`config.mk`:
```
export PLATFORM = sky130hd
export DESIGN_NAME = ir_router
export DESIGN_NICKNAME = d
export VERILOG_FILES = /design/src/rtl/ir_pkg.sv /design/src/rtl/ir_swizzle.sv /design/src/rtl/ir_route.sv /design/src/rtl/ir_regs.sv /design/src/rtl/ir_router.sv
export SDC_FILE = /design/constraint.sdc
export NUM_CORES = 1
export LEC_CHECK = 0
export ABC_AREA = 1
export BUFFER_PORTS_ARGS = -buffer_cell sky130_fd_sc_hd__buf_2
export CORE_MARGIN = 2
export CORE_UTILIZATION = 40
export CTS_BUF_LIST = sky130_fd_sc_hd__clkbuf_8
export DETAILED_ROUTE_END_ITERATION = 16
export PLACE_DENSITY = 0.72
export SLEW_MARGIN = 5
export SYNTH_ARGS = -nofsm -noshare
export SYNTH_HDL_FRONTEND = slang
export SYNTH_SLANG_ARGS = --single-unit
```
`constraint.sdc`:
```
create_clock -name clk -period 2 [get_ports clk]
set_input_delay 0.4 -clock clk [delete_from_list [all_inputs] [get_ports clk]]
set_output_delay 0.4 -clock clk [all_outputs]
set_load 0.01 [all_outputs]
```
`src/rtl/ir_pkg.sv`:
```
package ir_pkg;
    localparam int LINES       = 4;
    localparam int PINS        = 4;
    localparam int CTRL_INPUTS = 16;
    localparam int RB_W        = 8;
    localparam int DATA_W      = 32;
    localparam int REG_ADDR_W  = 3;

    typedef logic [RB_W-1:0] route_t;
    localparam route_t ROUTE_RESET = 8'h80;
    localparam route_t ROUTE_LIMIT = route_t'(CTRL_INPUTS);

    localparam logic [DATA_W-1:0] CMASK_KEEP = 32'h3C3F_FFFE;
    localparam logic [DATA_W-1:0] PMASK_KEEP = 32'h03FF_FFFE;
    localparam logic [DATA_W-1:0] EMASK_KEEP = 32'h0000_003F;

    localparam logic [REG_ADDR_W-1:0] A_ROUTE = 3'd0;
    localparam logic [REG_ADDR_W-1:0] A_CAUSE = 3'd1;
    localparam logic [REG_ADDR_W-1:0] A_CMASK = 3'd2;
    localparam logic [REG_ADDR_W-1:0] A_PMASK = 3'd3;
    localparam logic [REG_ADDR_W-1:0] A_EMASK = 3'd4;

    // Slot/pin to shared line
    function automatic logic [1:0] slot_to_line(input logic [7:0] slot, input logic [1:0] pin);
        logic [1:0] res;
        if (slot == 8'd10)                       res = 2'd3;
        else if (slot == 8'd11)                  res = 2'd1;
        else if (slot == 8'd12)                  res = 2'd2;
        else if (slot >= 8'd18 && slot <= 8'd21) res = slot[1:0] - 2'd2 + pin;
        else                                     res = pin;
        return res;
    endfunction
endpackage

```
`src/rtl/ir_swizzle.sv`:
```
module ir_swizzle
    import ir_pkg::*;
#(
    parameter int NUM_DEV = 4,
    parameter int SLOT_W  = 5
) (
    input  logic [NUM_DEV*SLOT_W-1:0] dev_slot,
    input  logic [NUM_DEV*PINS-1:0]   dev_pins,
    output logic [LINES-1:0]          line_lvl
);
    always_comb begin
        line_lvl = '0;
        for (int d = 0; d < NUM_DEV; d++) begin
            for (int p = 0; p < PINS; p++) begin
                if (dev_pins[d*PINS+p])
                    line_lvl[slot_to_line(8'(dev_slot[d*SLOT_W +: SLOT_W]), 2'(p))] = 1'b1;
            end
        end
    end
endmodule

```
`src/rtl/ir_route.sv`:
```
module ir_route
    import ir_pkg::*;
(
    input  logic [LINES-1:0]         line_lvl,
    input  route_t [LINES-1:0]       route,
    output logic [CTRL_INPUTS-1:0]   ctrl_d
);
    always_comb begin
        ctrl_d = '0;
        for (int k = 0; k < CTRL_INPUTS; k++) begin
            for (int l = 0; l < LINES; l++) begin
                if (route[l] == route_t'(k))
                    ctrl_d[k] = ctrl_d[k] | line_lvl[l];
            end
        end
    end
endmodule

```
`src/rtl/ir_regs.sv`:
```
module ir_regs
    import ir_pkg::*;
(
    input  logic                  clk,
    input  logic                  rst_n,
    input  logic                  reg_we,
    input  logic [REG_ADDR_W-1:0] reg_addr,
    input  logic [DATA_W-1:0]     reg_wdata,
    output logic [DATA_W-1:0]     reg_rdata,
    output route_t [LINES-1:0]    route
);
    typedef struct packed {
        route_t [LINES-1:0] route;
        logic [DATA_W-1:0]  cause;
        logic [DATA_W-1:0]  cmask;
        logic [DATA_W-1:0]  pmask;
        logic [DATA_W-1:0]  emask;
    } regs_t;

    regs_t st_d, st_q;

    always_comb begin
        st_d = st_q;
        if (reg_we) begin
            unique case (reg_addr)
                A_ROUTE: st_d.route = reg_wdata;
                A_CAUSE: begin
                    st_d.cause[DATA_W-1:1] = st_q.cause[DATA_W-1:1] & reg_wdata[DATA_W-1:1];
                    st_d.cause[0]          = |st_d.cause[DATA_W-1:1];
                end
                A_CMASK: st_d.cmask = reg_wdata & CMASK_KEEP;
                A_PMASK: st_d.pmask = reg_wdata & PMASK_KEEP;
                A_EMASK: st_d.emask = reg_wdata & EMASK_KEEP;
                default: ;
            endcase
        end
    end

    always_ff @(posedge clk) begin
        if (!rst_n) begin
            st_q.route <= {LINES{ROUTE_RESET}};
            st_q.cause <= '0;
            st_q.cmask <= '0;
            st_q.pmask <= '0;
            st_q.emask <= '0;
        end else begin
            st_q <= st_d;
        end
    end

    always_comb begin
        unique case (reg_addr)
            A_ROUTE: reg_rdata = st_q.route;
            A_CAUSE: reg_rdata = st_q.cause;
            A_CMASK: reg_rdata = st_q.cmask;
            A_PMASK: reg_rdata = st_q.pmask;
            A_EMASK: reg_rdata = st_q.emask;
            default: reg_rdata = '0;
        endcase
    end

    assign route = st_q.route;

    AST_CAUSE_SUMMARY: assert property (@(posedge clk) disable iff (!rst_n)
        st_q.cause[0] == |st_q.cause[DATA_W-1:1]);
    AST_CAUSE_NEVER_SETS: assert property (@(posedge clk) disable iff (!rst_n)
        1'b1 |=> (st_q.cause & ~$past(st_q.cause)) == '0);
    AST_MASK_BITS: assert property (@(posedge clk) disable iff (!rst_n)
        ((st_q.cmask & ~CMASK_KEEP) == '0) && ((st_q.pmask & ~PMASK_KEEP) == '0)
        && ((st_q.emask & ~EMASK_KEEP) == '0));
endmodule

```
`src/rtl/ir_router.sv`:
```
module ir_router
    import ir_pkg::*;
#(
    parameter int NUM_DEV = 4,
    parameter int SLOT_W  = 5
) (
    input  logic                      clk,
    input  logic                      rst_n,
    input  logic [NUM_DEV*SLOT_W-1:0] dev_slot,
    input  logic [NUM_DEV*PINS-1:0]   dev_pins,
    input  logic                      reg_we,
    input  logic [REG_ADDR_W-1:0]     reg_addr,
    input  logic [DATA_W-1:0]         reg_wdata,
    output logic [DATA_W-1:0]         reg_rdata,
    output logic [CTRL_INPUTS-1:0]    irq_out
);
    typedef struct packed {
        logic [CTRL_INPUTS-1:0] irq;
    } out_t;

    logic [LINES-1:0]       line_lvl;
    route_t [LINES-1:0]     route_w;
    logic [CTRL_INPUTS-1:0] ctrl_w;
    out_t                   out_d, out_q;

    ir_swizzle #(.NUM_DEV(NUM_DEV), .SLOT_W(SLOT_W)) u_swz (
        .dev_slot (dev_slot),
        .dev_pins (dev_pins),
        .line_lvl (line_lvl)
    );

    ir_regs u_regs (
        .clk       (clk),
        .rst_n     (rst_n),
        .reg_we    (reg_we),
        .reg_addr  (reg_addr),
        .reg_wdata (reg_wdata),
        .reg_rdata (reg_rdata),
        .route     (route_w)
    );

    ir_route u_route (
        .line_lvl (line_lvl),
        .route    (route_w),
        .ctrl_d   (ctrl_w)
    );

    always_comb begin
        out_d     = out_q;
        out_d.irq = ctrl_w;
    end

    always_ff @(posedge clk) begin
        if (!rst_n) out_q <= '0;
        else        out_q <= out_d;
    end

    assign irq_out = out_q.irq;

    AST_QUIET_WHEN_NO_LINE: assert property (@(posedge clk) disable iff (!rst_n)
        (line_lvl == '0) |=> (irq_out == '0));
    AST_IRQ_SOURCES: assert property (@(posedge clk) disable iff (!rst_n)
        ($countones(irq_out) <= LINES));

    for (genvar l = 0; l < LINES; l++) begin : g_line_chk
        AST_ROUTED_LINE_SEEN: assert property (@(posedge clk) disable iff (!rst_n)
            (line_lvl[l] && route_w[l] < ROUTE_LIMIT) |=> irq_out[$past(route_w[l][3:0])]);
    end
endmodule

```
==> impl_metrics.json, run 1 <==
{
  "timing.final.max_slew_violations": 0,
  "dpl.cell_count": 1582,
  "place.gp.congestion": 0.8995,
  "wl_met2_um": 11530,
  "critPathRequiredTime_ns": 1.60,
  "holdCritStartpoint": "reg_wdata[29]",
  "maxCapViolCount": 0,
  "crit_type": "in -> out",
  "numCtsBuffers": 17,
  "synth_area_leaders": "dfxtp_1 (35%), nand2_1 (13%), nor2_1 (8.3%)",
  "die_w_um": 143.5,
  "cts_root_buffer": "clkbuf_8",
  "via_per_inst": 5.223,
  "vdd_drop_max_mv": 0.4575,
  "core_um2": 19270,
  "ios": 122,
  "worst_setup_path_end_kind": "primary output",
  "r2r-start": "u_regs.route[31]",
  "postSynthCellCount": 1189,
  "cts_max_path_buffers": 2,
  "wirelength_um": 24170,
  "cts_max_level": 4,
  "critPathLaunch": "reg_addr[0]",
  "cts.sinks": 136,
  "max_freq_mhz": 512.4,
  "r2r.worst_path.cells": 8,
  "initial_core_util_pct": 40.39,
  "synth_top_area_share_pct": 34.98,
  "drtAntennaViolNets": 0,
  "syn_nets": 1279,
  "antenna_found_initial": 1,
  "grt_pass1_wl_um": 37290,
  "portBuffers": 121,
  "setup_ws_ns": 0.04827,
  "fin_crit_ns": 1.952,
  "num_antenna_cells": 0,
  "drt-initial-drc-count": 664,
  "hold_class": "in -> reg",
  "min_path_cells": 3,
  "tightestPinTransition_ns": 0.5694,
  "yosysMostFrequentCell": "nand2_1",
  "fin_nets": 1435,
  "syn_area_um2": 7784,
  "yosysWarnings": 0,
  "drive_gt1_share_pct": 23.51,
  "finalClockSkew_ns": 0.01118,
  "yosysTopAreaCell": "dfxtp_1",
  "top_layer": "met5",
  "met1_length_um": 10770,
  "grt_max_degree": 72,
  "report.final.setup_viol": 0,
  "wl_per_cell_um": 14.90,
  "num_rows": 51,
  "p_leak_nw": 4.567,
  "ys_ff_latch": 136,
  "clkTransAtPathRegs_ns": 0.08,
  "period_share_pct": 97.59,
  "rsz0062_at_grt": "yes",
  "synth_cell_types": 37,
  "die_area_um2": 20590,
  "syn_avg_cell_area_um2": 6.546,
  "final-hold-violation-count": 0,
  "cts_hold_repair.buffers": 0,
  "vias": 8472,
  "drc_errors": 0,
  "grt_pass1_vias": 7809,
  "wl_met3_um": 1348,
  "synth_flop_cell": "dfxtp_1",
  "pre_cts_slack_ns": -0.4942,
  "r2r_slack_ns": 0.33,
  "status": "finished clean",
  "fin_cells": 1622,
  "relSlewSlack_pct": 61.75,
  "cts_tree": "built",
  "crit_arrival_ns": 1.55,
  "start_kind": "input port",
  "fp.dieH_um": 143.5,
  "ys_async_sr_fraction_pct": 0,
  "firstDrtPassIters": 5,
  "p_per_area_nw_per_um2": 627.0,
  "whs_ns": 0.2143,
  "yosysSeqAreaShare_pct": 34.98,
  "synth_commonest_cells": "nand2_1 (262), nor2_1 (172), dfxtp_1 (136), inv_1 (126), o21ai_0 (80)",
  "dpl.hpwl_um": 17240,
  "grt-ovfl-total": 0,
  "area_growth_pct": 26.14,
  "clkLatencyLatePin_ns": 0.45,
  "grt_usage_pct": 22.60,
  "crit_fanout": 4,
  "synth_edf_count": 0
}
-- timing repair --
item,CTS,global route
gates cloned,0,3
endpoints found under the setup margin,2,24
gates resized for setup,2,75
pin swaps,0,50
buffers inserted,0,6
-- cell usage in the layout, fill, tap and decap left out, types with 54 or more instances in the layout --
cell type / count
nand3_1: 66
nor2_1: 161
nand2_1: 240
o211ai_1: 54
inv_1: 120
o21ai_0: 74
a21oi_1: 70
buf_4: 58
buf_2: 117
dfxtp_1: 136
-- final cells by class --
type / instances / area [µm²]
Fill cell: 1958 / 9453
Multi-Input combinational cell: 862 / 4598
Sequential cell: 136 / 2723
Timing Repair Buffer: 187 / 1219
Inverter: 141 / 534.3
Tap cell: 265 / 331.6
Clock buffer: 19 / 261.5
Clock inverter: 12 / 151.4
-- power breakdown --
| group | internal (W) | switching [W] |
|---|---|---|
| Combinational | 0.000341 | 0.000627 |
| Clock | 0.00129 | 0.00110 |
| Sequential | 0.00277 | 0.0000338 |
| Total | 0.00439 | 0.00176 |
-- path summary, 6_finish.rpt --
check | endpoint
setup reg to reg | irq_out[5]
hold / removal | u_regs.st_q[125]
hold reg to reg | u_regs.st_q[3]
setup / recovery | reg_rdata[2]
-- registers in the layout, indices dropped and copies added (netlist names) --
register,flops
irq_out,16
u_regs.route,32
u_regs.st_q,88
-- kinds of logic (layout without fill, tap and decap cells) --
| group | Yosys count | in the layout | share of synthesized area, % |
|---|---|---|---|
| AO/OA/AOI/OAI | 270 | 270 | 20.88 |
| adder cells (fa/ha/maj) | 16 | 16 | 2.572 |
| buffers and inverters | 193 | 359 | 9.709 |
| flip-flops | 136 | 136 | 34.98 |
| AND/OR/NAND/NOR | 574 | 576 | 31.86 |
-- worst max-delay path: stages --
cell      delay [ns]
buf_2           0.12
inv_1           0.05
nor2_1          0.04
nand2_1         0.10
inv_2           0.08
buf_4           0.16
a221oi_1        0.27
o21ai_0         0.16
buf_2           0.17
-- through the flow --
stage                     util [%]  power, W  setup TNS, ns  instance area [µm²]
after floorplan                  -  0.003365              0                 7850
after global placement       47.08  0.003709         -6.091                 9072
after detailed placement     47.08  0.003725         -6.810                 9072
after CTS                    49.29  0.006094              0                 9499
after global routing         50.95  0.006402        -0.4780                 9818
final                        50.95  0.006156              0                 9818
-- metal layers --
layer,global-route usage [%],vias up
met5,0,-
met4,7.585,2
met3,4.832,44
met2,37.99,284
met1,28.77,3884
li1,-,4258
Power figures use the tool's default switching activity.
==> run 2, diff against run 1 <==
- CORE_MARGIN: 2 -> not set
- GPL_TIMING_DRIVEN: not set -> 0
==> run 2 against run 1 <==
Net effect: the run now ends with negative setup slack left; global-route usage increased by 1.9 points; via count increased by 2.4%; highest routed layer is now met4; register-to-register slack got worse by 0.09 ns; critical path type unchanged; sequential share of layout area decreased by 0.29 points; power decreased by 2.7%; combinational power increased by 7%; largest power group unchanged.
==> impl_metrics.json, run 2 (synthesis gave the netlist of run 1 again) <==
{
  "die_area_um2": 20020,
  "core_um2": 18890,
  "relSlewSlack_pct": 55.47,
  "critPathRequiredTime_ns": 1.60,
  "switchingPower_w": 0.001752,
  "grt_max_degree": 17,
  "fp.dieH_um": 141.5,
  "p_comb_share_pct": 17.3,
  "crit_fanout": 10,
  "initial_core_util_pct": 41.20,
  "start_kind": "input port",
  "worstPathCellList": "buf_2, inv_1, nor2_1, nand2_1, inv_1, buf_6, a22oi_1, o211ai_1, buf_2",
  "whs_ns": 0.2135,
  "crit_buf_inv": 5,
  "max_freq_mhz": 498.3,
  "mostFrequentLayoutCell": "nand2_1",
  "fin_crit_ns": 2.007,
  "crit_arrival_ns": 1.61,
  "hold_class": "in -> reg",
  "cp_top_family": "buffers and inverters",
  "grt-ovfl-total": 0,
  "grt_usage_pct": 24.48,
  "setup_tns_ns": -0.006742,
  "dpl.hpwl_um": 18630,
  "critPathMaxStageDelay_ns": 0.20,
  "p_seq_share_pct": 46.8,
  "largest_reg_flops": 88,
  "cts_tree": "built",
  "top_register": "u_regs.st_q",
  "switching_share_pct": 29.26,
  "period_share_pct": 100.3,
  "clockPowerShare_pct": 35.9,
  "num_antenna_cells": 0,
  "top_layer": "met4",
  "tightestPinTransition_ns": 0.6680,
  "report.final.setup_viol": 1,
  "p_leak_nw": 4.479,
  "ios": 122,
  "place.gp.congestion": 0.9139,
  "drt-initial-drc-count": 707,
  "die_w_um": 141.5,
  "cpMaxStageDelayCell": "buf_2",
  "area_growth_pct": 27.46,
  "final-hold-violation-count": 0,
  "finalClockSkew_ns": 0.01541,
  "worst_setup_path_end_kind": "primary output",
  "failed_checks": "negative setup slack",
  "firstDrtPassIters": 6,
  "crit_type": "in -> out",
  "via_per_inst": 5.359,
  "cts_max_level": 4,
  "p_per_area_nw_per_um2": 603.5,
  "cts_max_path_buffers": 2,
  "antenna_found_initial": 0,
  "numCtsBuffers": 17,
  "wl_met2_um": 11760,
  "wl_per_cell_um": 15.59,
  "layout_common_cells": "nand2_1 (226), nor2_1 (144), dfxtp_1 (136), inv_1 (120), buf_2 (116)",
  "drtAntennaViolNets": 0,
  "timing.final.max_slew_violations": 0,
  "utilization_pct": 52.51,
  "fin_nets": 1440,
  "fin_cells": 1619,
  "cts_hold_repair.buffers": 0,
  "portBuffers": 121,
  "setup_ws_ns": -0.006742,
  "grt_pass1_vias": 7607,
  "wirelength_um": 25250,
  "num_rows": 50,
  "drive_gt1_share_pct": 24.14,
  "wl_met3_um": 1905,
  "cts_root_buffer": "clkbuf_8",
  "rsz0062_at_grt": "yes",
  "dpl.cell_count": 1570,
  "p_int_w": 0.004235,
  "vias": 8677,
  "grt_pass1_wl_um": 38210,
  "vdd_drop_max_mv": 0.6255,
  "maxCapViolCount": 0,
  "cts.sinks": 136,
  "met1_length_um": 10870,
  "clkTransAtPathRegs_ns": 0.08,
  "clkLatencyLatePin_ns": 0.45,
  "drc_errors": 0,
  "status": "finished with violations"
}
[run 2: layer usage]
metal | vias up | global-route usage (%)
li1 | 4268 | -
met1 | 3965 | 32.08
met2 | 381 | 40.39
met3 | 63 | 4.860
met4 | 0 | 7.866
met5 | - | 0
[run 2: metrics by stage]
step                power, W  worst slack (ns)  instance area, µm²
floorplan           0.003365          0.003602                7850
global placement    0.003664           -0.6290                8781
detailed placement  0.003679           -0.6301                8781
CTS                 0.005807         -0.002496                9263
global route        0.006218          -0.08119                9921
finish              0.005987         -0.006742                9921
[run 2: final timing paths]
kind,startpoint,end,slack [ns],cells past startpoint
worst max register to register,u_regs.route[23],irq_out[15],0.24,7
worst min-delay path,reg_wdata[31],u_regs.route[31],0.21,3
worst max-delay path,reg_addr[0],reg_rdata[20],-0.007,9
worst min register to register,u_regs.st_q[4],u_regs.st_q[4],0.46,2
[run 2: layout make-up]
class                      instances  area, µm²
sequential                       136       2723
clock inverter                    10      108.9
inverter                         141      571.8
multi-input combinational        860       4780
fill                            1904       8972
clock buffer                      18      247.7
timing repair buffer             143      868.3
tap                              260      325.3
buffer                            51      296.5
[run 2: tightest hold or removal path, delay by kind of cell]
kind / cells / cell delay, ns
buf+inv: 1 / 0.11
simple gates: 2 / 0.13
[run 2: timing repair]
item	4_1_cts	5_1_grt
resized for setup	33	160
pin swaps	9	81
gates cloned	1	4
endpoints found under the setup margin	63	67
setup buffers	4	13
[run 2: power by group through the flow]
stage | logic, W | registers, W | clock network, W
final | 0.00104 | 0.00280 | 0.00215
after global routing | 0.00113 | 0.00281 | 0.00228
after CTS | 0.000843 | 0.00280 | 0.00216
after detailed placement | 0.000818 | 0.00286 | 0
after global placement | 0.000805 | 0.00286 | 0
after floorplan | 0.000511 | 0.00285 | 0
